`config.mk`:
```
export PLATFORM = sky130hd
export DESIGN_NAME = i2c_start_ctl
export DESIGN_NICKNAME = d
export VERILOG_FILES = /design/src/rtl/i2c_start_ctl_pkg.sv /design/src/rtl/stc_sync.sv /design/src/rtl/stc_bus_mon.sv /design/src/rtl/stc_timer.sv /design/src/rtl/i2c_start_ctl.sv
export SDC_FILE = /design/constraint.sdc
export NUM_CORES = 1
export LEC_CHECK = 0
export BUFFER_PORTS_ARGS = -buffer_cell sky130_fd_sc_hd__buf_2
export CAP_MARGIN = 25
export CORE_MARGIN = 2
export CORE_UTILIZATION = 35
export CTS_CLUSTER_DIAMETER = 120
export DETAILED_ROUTE_END_ITERATION = 12
export GPL_TIMING_DRIVEN = 0
export PLACE_DENSITY = 0.58
export SLEW_MARGIN = 20
export SYNTH_ARGS = -nofsm -noshare
export SYNTH_HDL_FRONTEND = slang
export SYNTH_SLANG_ARGS = --single-unit
```
`constraint.sdc`:
```
create_clock -name clk -period 3.4 [get_ports clk]
set_input_delay 0.34 -clock clk [delete_from_list [all_inputs] [get_ports clk]]
set_output_delay 0.34 -clock clk [all_outputs]
set_load 0.005 [all_outputs]
```
`src/rtl/i2c_start_ctl_pkg.sv`:
```
package i2c_start_ctl_pkg;
   typedef enum logic [2:0] {
      ST_IDLE   = 3'd0,
      ST_RSV    = 3'd1,
      ST_SDALO  = 3'd2,
      ST_HELD   = 3'd3,
      ST_RS_SDA = 3'd4,
      ST_RS_SCL = 3'd5
   } stc_state_t;

   function automatic int stc_max(input int a, input int b);
      return (a > b) ? a : b;
   endfunction
endpackage

```
`src/rtl/stc_sync.sv`:
```
module stc_sync #(
   parameter int STAGES = 2,
   parameter int W      = 2
) (
   input  logic         clk,
   input  logic         rst_n,
   input  logic [W-1:0] d,
   output logic [W-1:0] q
);
   logic [W-1:0] chain [STAGES];

   generate
      for (genvar s = 0; s < STAGES; s++) begin : g_stage
         if (s == 0) begin : g_first
            always_ff @(posedge clk or negedge rst_n) begin
               if (!rst_n) chain[s] <= '1;
               else        chain[s] <= d;
            end
         end else begin : g_next
            always_ff @(posedge clk or negedge rst_n) begin
               if (!rst_n) chain[s] <= '1;
               else        chain[s] <= chain[s-1];
            end
         end
      end
   endgenerate

   assign q = chain[STAGES-1];
endmodule

```
`src/rtl/stc_bus_mon.sv`:
```
module stc_bus_mon #(
   parameter int SYNC_STAGES = 2
) (
   input  logic clk,
   input  logic rst_n,
   input  logic scl_in,
   input  logic sda_in,
   output logic scl_s,
   output logic start_det,
   output logic stop_det,
   output logic busy
);
   logic [1:0] lines_s;
   logic       sda_s;
   logic       scl_p;
   logic       sda_p;

   stc_sync #(.STAGES(SYNC_STAGES), .W(2)) i_sync (
      .clk   (clk),
      .rst_n (rst_n),
      .d     ({scl_in, sda_in}),
      .q     (lines_s)
   );

   assign scl_s = lines_s[1];
   assign sda_s = lines_s[0];

   always_ff @(posedge clk or negedge rst_n) begin
      if (!rst_n) begin
         scl_p <= 1'b1;
         sda_p <= 1'b1;
      end else begin
         scl_p <= scl_s;
         sda_p <= sda_s;
      end
   end

   // SDA edge while SCL stays high on both samples
   assign start_det = scl_s && scl_p && sda_p && !sda_s;
   assign stop_det  = scl_s && scl_p && !sda_p && sda_s;

   always_ff @(posedge clk or negedge rst_n) begin
      if (!rst_n)         busy <= 1'b0;
      else if (start_det) busy <= 1'b1;
      else if (stop_det)  busy <= 1'b0;
   end
endmodule

```
`src/rtl/stc_timer.sv`:
```
module stc_timer #(
   parameter int W = 4
) (
   input  logic         clk,
   input  logic         rst_n,
   input  logic         ld,
   input  logic [W-1:0] ld_val,
   output logic         zero
);
   logic [W-1:0] cnt;

   always_ff @(posedge clk or negedge rst_n) begin
      if (!rst_n)         cnt <= '0;
      else if (ld)        cnt <= ld_val;
      else if (cnt != '0) cnt <= cnt - 1'b1;
   end

   assign zero = (cnt == '0);
endmodule

```
`src/rtl/i2c_start_ctl.sv`:
```
module i2c_start_ctl
   import i2c_start_ctl_pkg::*;
#(
   parameter int HOLD_CYC    = 8,
   parameter int FREE_CYC    = 8,
   parameter int SYNC_STAGES = 2
) (
   input  logic clk,
   input  logic rst_n,
   input  logic ctrl_en,
   input  logic start_req,
   input  logic stop_req,
   input  logic rsv_dis,
   input  logic rel_comm,
   input  logic arb_lost,
   input  logic shift_wait,
   input  logic is_rx,
   input  logic ack_en,
   input  logic last_rx,
   input  logic rel_wait,
   input  logic refuse_clr,
   input  logic scl_in,
   input  logic sda_in,
   output logic scl_drv,
   output logic sda_drv,
   output logic start_pend,
   output logic start_refused
);
   localparam int CNT_W = $clog2(stc_max(HOLD_CYC, FREE_CYC) + 1);
   localparam logic [CNT_W-1:0] HOLD_LD = CNT_W'(HOLD_CYC - 1);
   localparam logic [CNT_W-1:0] FREE_LD = CNT_W'(FREE_CYC - 1);

   generate
      if (HOLD_CYC < 1) begin : g_bad_hold
         $error("HOLD_CYC must be at least 1");
      end
      if (FREE_CYC < 1) begin : g_bad_free
         $error("FREE_CYC must be at least 1");
      end
      if (SYNC_STAGES < 2) begin : g_bad_sync
         $error("SYNC_STAGES must be at least 2");
      end
   endgenerate

   stc_state_t       st, st_nxt;
   logic             scl_s, start_det, stop_det, busy;
   logic             tmr_ld, tmr_zero;
   logic [CNT_W-1:0] tmr_val;
   logic             own_bus;
   logic             abort, cand, mst_ok;
   logic             acc_idle, acc_rsv, acc_rs, refuse;
   logic             start_done;

   stc_bus_mon #(.SYNC_STAGES(SYNC_STAGES)) i_mon (
      .clk       (clk),
      .rst_n     (rst_n),
      .scl_in    (scl_in),
      .sda_in    (sda_in),
      .scl_s     (scl_s),
      .start_det (start_det),
      .stop_det  (stop_det),
      .busy      (busy)
   );

   stc_timer #(.W(CNT_W)) i_tmr (
      .clk    (clk),
      .rst_n  (rst_n),
      .ld     (tmr_ld),
      .ld_val (tmr_val),
      .zero   (tmr_zero)
   );

   // request qualification
   assign abort  = !ctrl_en || arb_lost || rel_comm || stop_req;
   assign cand   = start_req && !abort && !start_pend;
   assign mst_ok = (shift_wait || st == ST_HELD) &&
                   (!is_rx || (!ack_en && last_rx));

   assign acc_rs   = cand && own_bus && mst_ok &&
                     (st == ST_IDLE || st == ST_HELD);
   assign acc_idle = cand && !own_bus && !busy && st == ST_IDLE;
   assign acc_rsv  = cand && !own_bus && busy && !rsv_dis && st == ST_IDLE;
   assign refuse   = cand && !own_bus && busy && rsv_dis && st == ST_IDLE;

   // sequencer
   always_comb begin
      st_nxt  = st;
      tmr_ld  = 1'b0;
      tmr_val = HOLD_LD;
      unique case (st)
         ST_IDLE: begin
            if (acc_rs) begin
               st_nxt = ST_RS_SDA;
               tmr_ld = 1'b1;
            end else if (acc_idle) begin
               st_nxt = ST_SDALO;
               tmr_ld = 1'b1;
            end else if (acc_rsv) begin
               st_nxt  = ST_RSV;
               tmr_ld  = 1'b1;
               tmr_val = FREE_LD;
            end
         end
         ST_RSV: begin
            if (busy) begin
               tmr_ld  = 1'b1;
               tmr_val = FREE_LD;
            end else if (tmr_zero) begin
               st_nxt = ST_SDALO;
               tmr_ld = 1'b1;
            end
         end
         ST_SDALO: begin
            if (tmr_zero) st_nxt = ST_HELD;
         end
         ST_HELD: begin
            if (acc_rs) begin
               st_nxt = ST_RS_SDA;
               tmr_ld = 1'b1;
            end else if (rel_wait) begin
               st_nxt = ST_IDLE;
            end
         end
         ST_RS_SDA: begin
            if (tmr_zero) begin
               st_nxt = ST_RS_SCL;
               tmr_ld = 1'b1;
            end
         end
         ST_RS_SCL: begin
            if (!scl_s) begin
               tmr_ld = 1'b1;
            end else if (tmr_zero) begin
               st_nxt = ST_SDALO;
               tmr_ld = 1'b1;
            end
         end
         default: st_nxt = ST_IDLE;
      endcase
      if (abort) st_nxt = ST_IDLE;
   end

   assign start_done = (st == ST_SDALO) && (st_nxt == ST_HELD);

   always_ff @(posedge clk or negedge rst_n) begin
      if (!rst_n) st <= ST_IDLE;
      else        st <= st_nxt;
   end

   always_ff @(posedge clk or negedge rst_n) begin
      if (!rst_n)                                  start_pend <= 1'b0;
      else if (abort || start_done)                start_pend <= 1'b0;
      else if (acc_idle || acc_rsv || acc_rs)      start_pend <= 1'b1;
   end

   always_ff @(posedge clk or negedge rst_n) begin
      if (!rst_n)                                  own_bus <= 1'b0;
      else if (!ctrl_en || arb_lost || rel_comm)   own_bus <= 1'b0;
      else if (start_done)                         own_bus <= 1'b1;
      else if (stop_det)                           own_bus <= 1'b0;
   end

   always_ff @(posedge clk or negedge rst_n) begin
      if (!rst_n)                        start_refused <= 1'b0;
      else if (refuse)                   start_refused <= 1'b1;
      else if (refuse_clr || !ctrl_en)   start_refused <= 1'b0;
   end

   // line drive decode
   always_comb begin
      scl_drv = 1'b0;
      sda_drv = 1'b0;
      unique case (st)
         ST_SDALO:  sda_drv = 1'b1;
         ST_HELD:   begin scl_drv = 1'b1; sda_drv = 1'b1; end
         ST_RS_SDA: scl_drv = 1'b1;
         default:   ;
      endcase
   end
endmodule

```
* After elaboration in Yosys (flattened, before gate mapping)
Index checks and enable logic that the tools add are counted.
Widths: inputs -> output; s select.
** Word-level totals
- Bits in registers :: 17
- Output and inout port bits :: 4
- Logic and storage cells :: 100
** Operators by class
- Add/sub/neg operators :: 1
- Equality and inequality tests :: 6
- Multiplexer cells :: 32
- Reduce and logical (&&, ||, !) cells :: 51
** Operators with widths (number)
- $mux 3 :: 11
- $logic_and 1x1->1 :: 21
- $pmux 3 s6 :: 1
- $mux 1 :: 17
- $logic_not 1->1 :: 10
- $logic_or 1x1->1 :: 10
- $eq 3x2->1 const B :: 3
- $mux 4 :: 2
- $reduce_bool 2->1 :: 4
- $eq 3x3->1 const B :: 2
- $pmux 1 s5 :: 1
- $logic_not 4->1 :: 1
- $reduce_bool 4->1 :: 1
- $reduce_or 2->1 :: 2
- $sub 4x1->4 const B :: 1
- $eq 3x1->1 const B :: 1
- $logic_not 3->1 :: 1
- $reduce_bool 3->1 :: 1

* Depth between registers and ports, before layout
Gate-level depths: netlist of run 1.
- Depth in word-level cells :: 20
- Gate-level depth with buffers :: 6

* Cells and area by module
A second synthesis of run 1 with hierarchy kept.
** Second synthesis, totals
- Cells, all modules :: 104
- Area total of the unflattened synthesis :: 974.7 µm²
** Modules (own cells, without submodules)
- i2c_start_ctl :: times used 1, cells an instance 66, area each 509.2 µm²
- stc_timer :: times used 1, cells an instance 22, area each 234.0 µm²
- stc_sync :: times used 1, cells an instance 6, area each 120.1 µm²
- stc_bus_mon :: times used 1, cells an instance 10, area each 111.4 µm²

* Least setup slack after synthesis of run 1
No wires, ideal clock.
- Path type :: reg2reg
- Start point :: register i_tmr.cnt[0]
- End point :: register st[0]
- Setup time :: 139 ps
- Data arrival time :: 1697 ps
- Data required time :: 3261 ps
- Setup slack :: 1564 ps
- Stages on the path, launching flop included :: 7
- Clock period less this slack :: 1836 ps
- Cell sequence :: dfrtp_1 inv_1 ha_1 nor3b_2 or3b_2 a32oi_1 a41oi_1
** On the way
- Longest elaborated chain between the ends :: 5
** Ends and longest elaborated chain
- from (decl) :: RTL line stc_timer.sv:10 : logic [W-1:0] cnt;
- from (signal assigned) :: RTL line stc_timer.sv:14 : else if (ld) cnt <= ld_val;
- from (signal assigned) :: RTL line stc_timer.sv:15 : else if (cnt != '0) cnt <= cnt - 1'b1;
- $logic_not 4->1 (*) :: RTL line stc_timer.sv:18 : assign zero = (cnt == '0);
- $mux 3 :: RTL line i2c_start_ctl.sv:108, i2c_start_ctl.sv:133
- $mux 3 (on tied branches) :: RTL line i2c_start_ctl.sv:131, i2c_start_ctl.sv:105
- $pmux 3 s6 (*) :: RTL line i2c_start_ctl.sv:90 : unique case (st)
- $mux 3 (*) :: RTL line i2c_start_ctl.sv:140 : if (abort) st_nxt = ST_IDLE;
- named net st_nxt[0] :: RTL line i2c_start_ctl.sv:45 : stc_state_t st, st_nxt;
- to (signal assigned) :: RTL line i2c_start_ctl.sv:147 : else st <= st_nxt;
- to (decl) :: RTL line i2c_start_ctl.sv:45
The timed path passes the listed nets; every way through them passes the cells marked *.
A chain may end at the register's enable or synchronous reset.

* Worst setup path after layout of run 1
Ends and elaborated chain as after synthesis.

==> results of run 1 <==
## state kept, by name, indices dropped and copies added (netlist names)
name	flops
i_mon.i_sync.chain	2
i_mon.i_sync.q	2
start_pend	1
i_mon.scl_p	1
i_mon.busy	1
i_mon.sda_p	1
st	3
i_tmr.cnt	4
own_bus	1
start_refused	1
## metrics by stage
| step | cell area [um^2] | worst slack [ps] | util |
|---|---|---|---|
| after global routing | 1144 | 1197 | 0.4257 |
| after CTS | 1144 | 1332 | 0.4257 |
| after detailed placement | 1106 | 1342 | 0.4117 |
| after floorplan | 972.2 | 1564 | - |
| final | 1144 | 1333 | 0.4257 |
| after global placement | 1106 | 1372 | 0.4117 |
## logic make-up after synthesis
family                   count (synthesis)  synth area share
flip-flops                              17            0.4453
AND/OR/NAND/NOR                         45            0.2973
XOR/XNOR                                 1          0.009011
AO/OA/AOI/OAI                           26            0.1892
adder cells (fa/ha/maj)                  1           0.01287
buffers and inverters                   10           0.04633
## path summary, 6_finish.rpt
| check | from | end |
|---|---|---|
| max | i_tmr.cnt[0] | st[0] |
| min | sda_in | i_mon.i_sync.chain[2] |
| max reg2reg | i_tmr.cnt[0] | st[0] |
| min reg2reg | i_mon.i_sync.chain[3] | i_mon.i_sync.q[1] |
| max in group asynchronous | rst_n | i_mon.i_sync.q[1] |
| min in group asynchronous | rst_n | start_refused |
## power by group through the flow
stage / sequential (mW) / combinational (mW) / clock (mW)
2_1_floorplan: 0.255 / 0.112 / 0
3_3_place_gp: 0.260 / 0.140 / 0
3_5_place_dp: 0.261 / 0.146 / 0
4_1_cts: 0.257 / 0.148 / 0.112
5_1_grt: 0.262 / 0.171 / 0.123
6_report: 0.257 / 0.145 / 0.106
## routing by layer
layer,share of wire,vias to the layer above
met5,0,-
met4,0.0072,0
met3,0.032,2
met2,0.48,10
met1,0.48,405
li1,-,415
## repair_timing
action,in CTS,in global routing
setup buffers,0,0
hold buffers,1,0
gates resized for setup,0,0
hold endpoints to repair,11,0
## synthesized netlist by cell type, drive strengths merged
| master | instances | area [um^2] |
|---|---|---|
| a31oi | 3 | 18.77 |
| a2bb2oi | 1 | 8.760 |
| or3 | 3 | 20.02 |
| clkbuf | 3 | 11.26 |
| nor2b | 4 | 25.02 |
| a2111oi | 1 | 27.53 |
| a221oi | 1 | 8.760 |
| ha | 1 | 12.51 |
| or3b | 1 | 8.760 |
| or2b | 1 | 8.760 |
| nor4b | 1 | 8.760 |
| nand2 | 8 | 32.54 |
| dfstp | 6 | 157.7 |
| or4 | 1 | 7.510 |
| a32oi | 1 | 8.760 |
| nor3 | 2 | 21.27 |
| inv | 6 | 22.52 |
| nand2b | 3 | 18.77 |
| nand3 | 2 | 10.01 |
| nor3b | 3 | 27.52 |
| dfrtp | 11 | 275.3 |
| and4 | 1 | 8.760 |
| nor4 | 1 | 6.260 |
| buf | 1 | 11.26 |
| or2 | 1 | 6.260 |
| or4b | 1 | 10.01 |
| a41oi | 1 | 8.760 |
| nor2 | 5 | 18.77 |
| xnor2 | 1 | 8.760 |
| a21o | 3 | 23.77 |
| nand3b | 3 | 22.52 |
| a211oi | 1 | 7.510 |
| o21ai | 5 | 25.02 |
| a21oi | 8 | 40.04 |
| o22ai | 1 | 6.260 |
| nand4 | 3 | 18.77 |
| nand4b | 1 | 8.760 |
## final cells by class
cell class / instances / area [um^2] / area share
Multi-Input combinational cell: 73 / 494.2 / 0.4322
Sequential cell: 17 / 432.9 / 0.3786
Timing Repair Buffer: 20 / 105.1 / 0.09190
Tap cell: 31 / 38.79 / 0.03392
Clock buffer: 3 / 22.52 / 0.01969
Buffer: 4 / 22.52 / 0.01969
Inverter: 6 / 22.52 / 0.01969
Clock inverter: 1 / 5.005 / 0.004376
## worst reg2reg max path: cells and delay by family, from the launching register on
kind | cells | cell delay [ps]
flops | 1 | 390
buf+inv | 1 | 90
compound gates | 2 | 310
fa+ha+maj | 1 | 180
simple gates | 2 | 980
==> results.cfg, run 1 <==
[floorplan]
initial_core_util = 0.3619
core_area_um2 = 2686
dieHeight_um = 56.71
num_io_pins = 20
rows = 19
die_x_um = 56.71
fp.dieArea_um2 = 3215

[power_and_ir_drop]
p_int_mw = 0.3512
powerDensity_nw_per_um2 = 443.6
switchingPower_mw = 0.1561
power_mw = 0.5073
swShare = 0.3077
clockPowerShare = 0.209
vdd_ir_drop_max_v = 0.0002940
p_leak_nw = 0.5022
seqPwrFrac = 0.506
power_frac_comb = 0.285

[timing]
fmax_mhz = 483.8
whs_ps = 139.6
fin_worst_skew_ps = 7.005
slew_headroom = 0.6370
drv_slew = 0
setup_viol = 0
rsz0062_at_grt = no
hold_violations = 0
worstMarginPinSlew_ps = 542.1
min_period_ps = 2067
period_share = 0.6079
finalSetupTns_ps = 0

[synth]
ys_seq_elements = 17
yosys_warnings = 0
syn_inst = 100
syn_area_um2 = 972.2
synth_nets = 117
ys_seq_area_frac = 0.4453
ys_types = 43
syn-mean-instance-area_um2 = 9.722

[cts]
clkSinkCount = 17
htree_levels = 1
clk_latency_ps = 290
cts_buffers = 3
cts_buffer_depth = 2
cts_tree = built
cts-root-buf = clkbuf_4
clk_pin_slew_worst_paths_ps = 100

[cells_and_area]
antennaDiodeCount = 0
layout-drive-gt1-share = 0.3145
layout_common_cells = buf_2 (19), dfrtp_1 (11), a21oi_1 (8)
area_growth_pct = 17.63
finalNetCount = 142
fillers = 284
final_common_cell = buf_2
fin_cells = 155

[place]
place_inst = 150
portBuffers = 19
detailed_place_hpwl_um = 1538
place_congestion = 0.8184

[detailed_routing]
num_vias = 832
antenna_left = 0
drt_iter0_markers = 17
route.detailed.drc = 0
viasPerCell = 5.368
wl_per_cell_um = 12.54
wirelength_um = 1943
firstDrtPassIters = 4

[global_route]
gr-total-overflow = 0
grt_max_degree = 18
antenna_found_initial = 0
grt_usage = 0.1411
grt_pass1_vias = 835
grt_first_pass_wirelength_um = 3560
grt.busiest_layer = met2
met1_usage = 0.1822
met2_usage = 0.2326
met3_usage = 0.02074

[critical_path]
path_cells = inv_1, ha_1, nor3b_2, or3b_2, a32oi_1, a41oi_1
crit_cells = 6
startpoint_type = flop
cp-end-kind = flop
cp_data_required_time_ps = 3560
critPathKind = flop to flop
crit_slowest_cell = or3b_2
rrSetupSlack_ps = 1330
crit_arrival_ps = 2220
critical_path_buf_inv_count = 1
slowest_delay_ps = 500
rr_worst_depth = 6
worstPathMaxFanout = 9
cp_top_family = simple AND/OR/NAND/NOR gates

[flow_run]
maxCapViolCount = 0

[worst_hold_path]
hold_path.class = input port to flop
min_path_cells = 1

[run_status]
status = complete, no violations
Power figures use the tool's default switching activity.
==> run 2, diff against run 1 <==
- clock period: 3.4 -> 2.1 ns (I/O delays scaled with it)
==> results.cfg, run 2 (same netlist as run 1, synthesis figures left out) <==
[run_status]
status = complete, no violations

[timing]
period_share = 0.9296
setup_viol = 0
layout_setup_ws_ps = 147.8
slew_headroom = 0.6792
min_period_ps = 1952
hold_violations = 0
rsz0062_at_grt = no
worstMarginPinSlew_ps = 481.2
drv_slew = 0
finalSetupTns_ps = 0
fmax_mhz = 512.2
fin_worst_skew_ps = 8.999

[cells_and_area]
layout_common_cells = buf_2 (19), dfrtp_1 (11), a21oi_1 (8)
reg_top3 = i_tmr.cnt x4, st x3
area_growth_pct = 20.33
antennaDiodeCount = 0
largest_register_ffs = 4
finalNetCount = 144
layout-drive-gt1-share = 0.3095
final_common_cell = buf_2
largest-register = i_tmr.cnt

[cts]
cts_tree = built
clkSinkCount = 17
cts_buffer_depth = 2
clk_pin_slew_worst_paths_ps = 100
cts_buffers = 3
htree_levels = 1
clk_latency_ps = 290
post_cts_buffers = 0
cts-root-buf = clkbuf_4

[detailed_routing]
wirelength_um = 1957
num_vias = 838
viasPerCell = 5.338
drt_iter0_markers = 21
antenna_left = 0
firstDrtPassIters = 4
wl_per_cell_um = 12.46
route.detailed.drc = 0

[critical_path]
rrSetupSlack_ps = 150
cp_top_family = simple AND/OR/NAND/NOR gates
worstReg2RegEnd = st[0]
worstPathMaxFanout = 9
cp-end-kind = flop
critical_path_buf_inv_count = 1
rr_worst_depth = 6
crit_arrival_ps = 2110
cp-startpoint = i_tmr.cnt[0]
critPathKind = flop to flop
startpoint_type = flop
reg2reg_from = i_tmr.cnt[0]
cp_data_required_time_ps = 2260
path_cells = inv_1, ha_1, nor3b_4, or3b_2, a32oi_1, a41oi_1
slowest_delay_ps = 480
crit_slowest_cell = or3b_2

[global_route]
grt_max_degree = 18
grt_pass1_vias = 841
antenna_found_initial = 0
grt_first_pass_wirelength_um = 3567
grt_usage = 0.1411
gr-total-overflow = 0

[place]
dp_slack_ps = 41.53
detailed_place_hpwl_um = 1538
portBuffers = 19
place_congestion = 0.8184

[floorplan]
rows = 19
dieHeight_um = 56.71
die_x_um = 56.71
fp.dieArea_um2 = 3215
core_area_um2 = 2686
initial_core_util = 0.3619
num_io_pins = 20

[power_and_ir_drop]
powerDensity_nw_per_um2 = 717.9
p_leak_nw = 0.5114
vdd_ir_drop_max_v = 0.0004820
clockPowerShare = 0.206
switchingPower_mw = 0.2601
seqPwrFrac = 0.501
power_frac_comb = 0.293
p_int_mw = 0.5797
swShare = 0.3097

[worst_hold_path]
min_path_cells = 2
min_from = arb_lost
min_delay_worst_endpoint = own_bus
hold_path.class = input port to flop

[flow_run]
maxCapViolCount = 0
## run 2: power by group through the flow
stage	clock network, mW	registers [mW]	logic [mW]
after CTS	0.182	0.416	0.241
after global placement	0	0.420	0.226
after global routing	0.199	0.429	0.289
after detailed placement	0	0.422	0.236
final	0.173	0.421	0.246
after floorplan	0	0.412	0.182
## run 2: per-stage QoR
stage	instance area, um^2	hold slack (ps)	util	std cells	power (mW)
global placement	1106	146.3	0.4117	150	0.6461
global route	1170	53.36	0.4355	157	0.9167
finish	1170	71.99	0.4355	157	0.8398
detailed placement	1106	155.3	0.4117	150	0.6582
floorplan	972.2	-85.59	-	100	0.5941
CTS	1154	4.565	0.4294	156	0.8383
## run 2: worst max path at each step
stage                        to  slack (ps)  cells past startpoint
after floorplan           st[0]         260                      6
after global placement    st[0]          70                      6
after detailed placement  st[0]          40                      6
after CTS                 st[0]          30                      6
after global routing      st[0]          30                      6
final                     st[0]         150                      6
## run 2: metal layers
layer / routed length (um) / global-route usage / vias up
li1: - / - / 421
met1: 956 / 0.1822 / 403
met2: 916 / 0.2326 / 12
met5: 0 / 0 / -
met3: 70 / 0.02074 / 2
met4: 14 / 0.06122 / 0
## run 2: what timing repair did
action                                 CTS  global route
endpoints found under the hold margin   12             1
gates resized for setup                  0             1
hold buffers                             2             1
setup endpoints to repair                0             1
## run 2: area by class of cell
class	count	area (um^2)
Sequential cell	17	432.9
Timing Repair Buffer	22	125.1
Clock buffer	3	22.52
Fill cell	281	1516
Tap cell	31	38.79
Inverter	6	22.52
Buffer	4	22.52
Clock inverter	1	5.005
Multi-Input combinational cell	73	500.5
## run 2: worst reg2reg max path: stages (launching register included)
cell and delay, ps:
dfrtp_1 380, inv_1 90, ha_1 190, nor3b_4 380, or3b_2 490, a32oi_1 160
a41oi_1 150
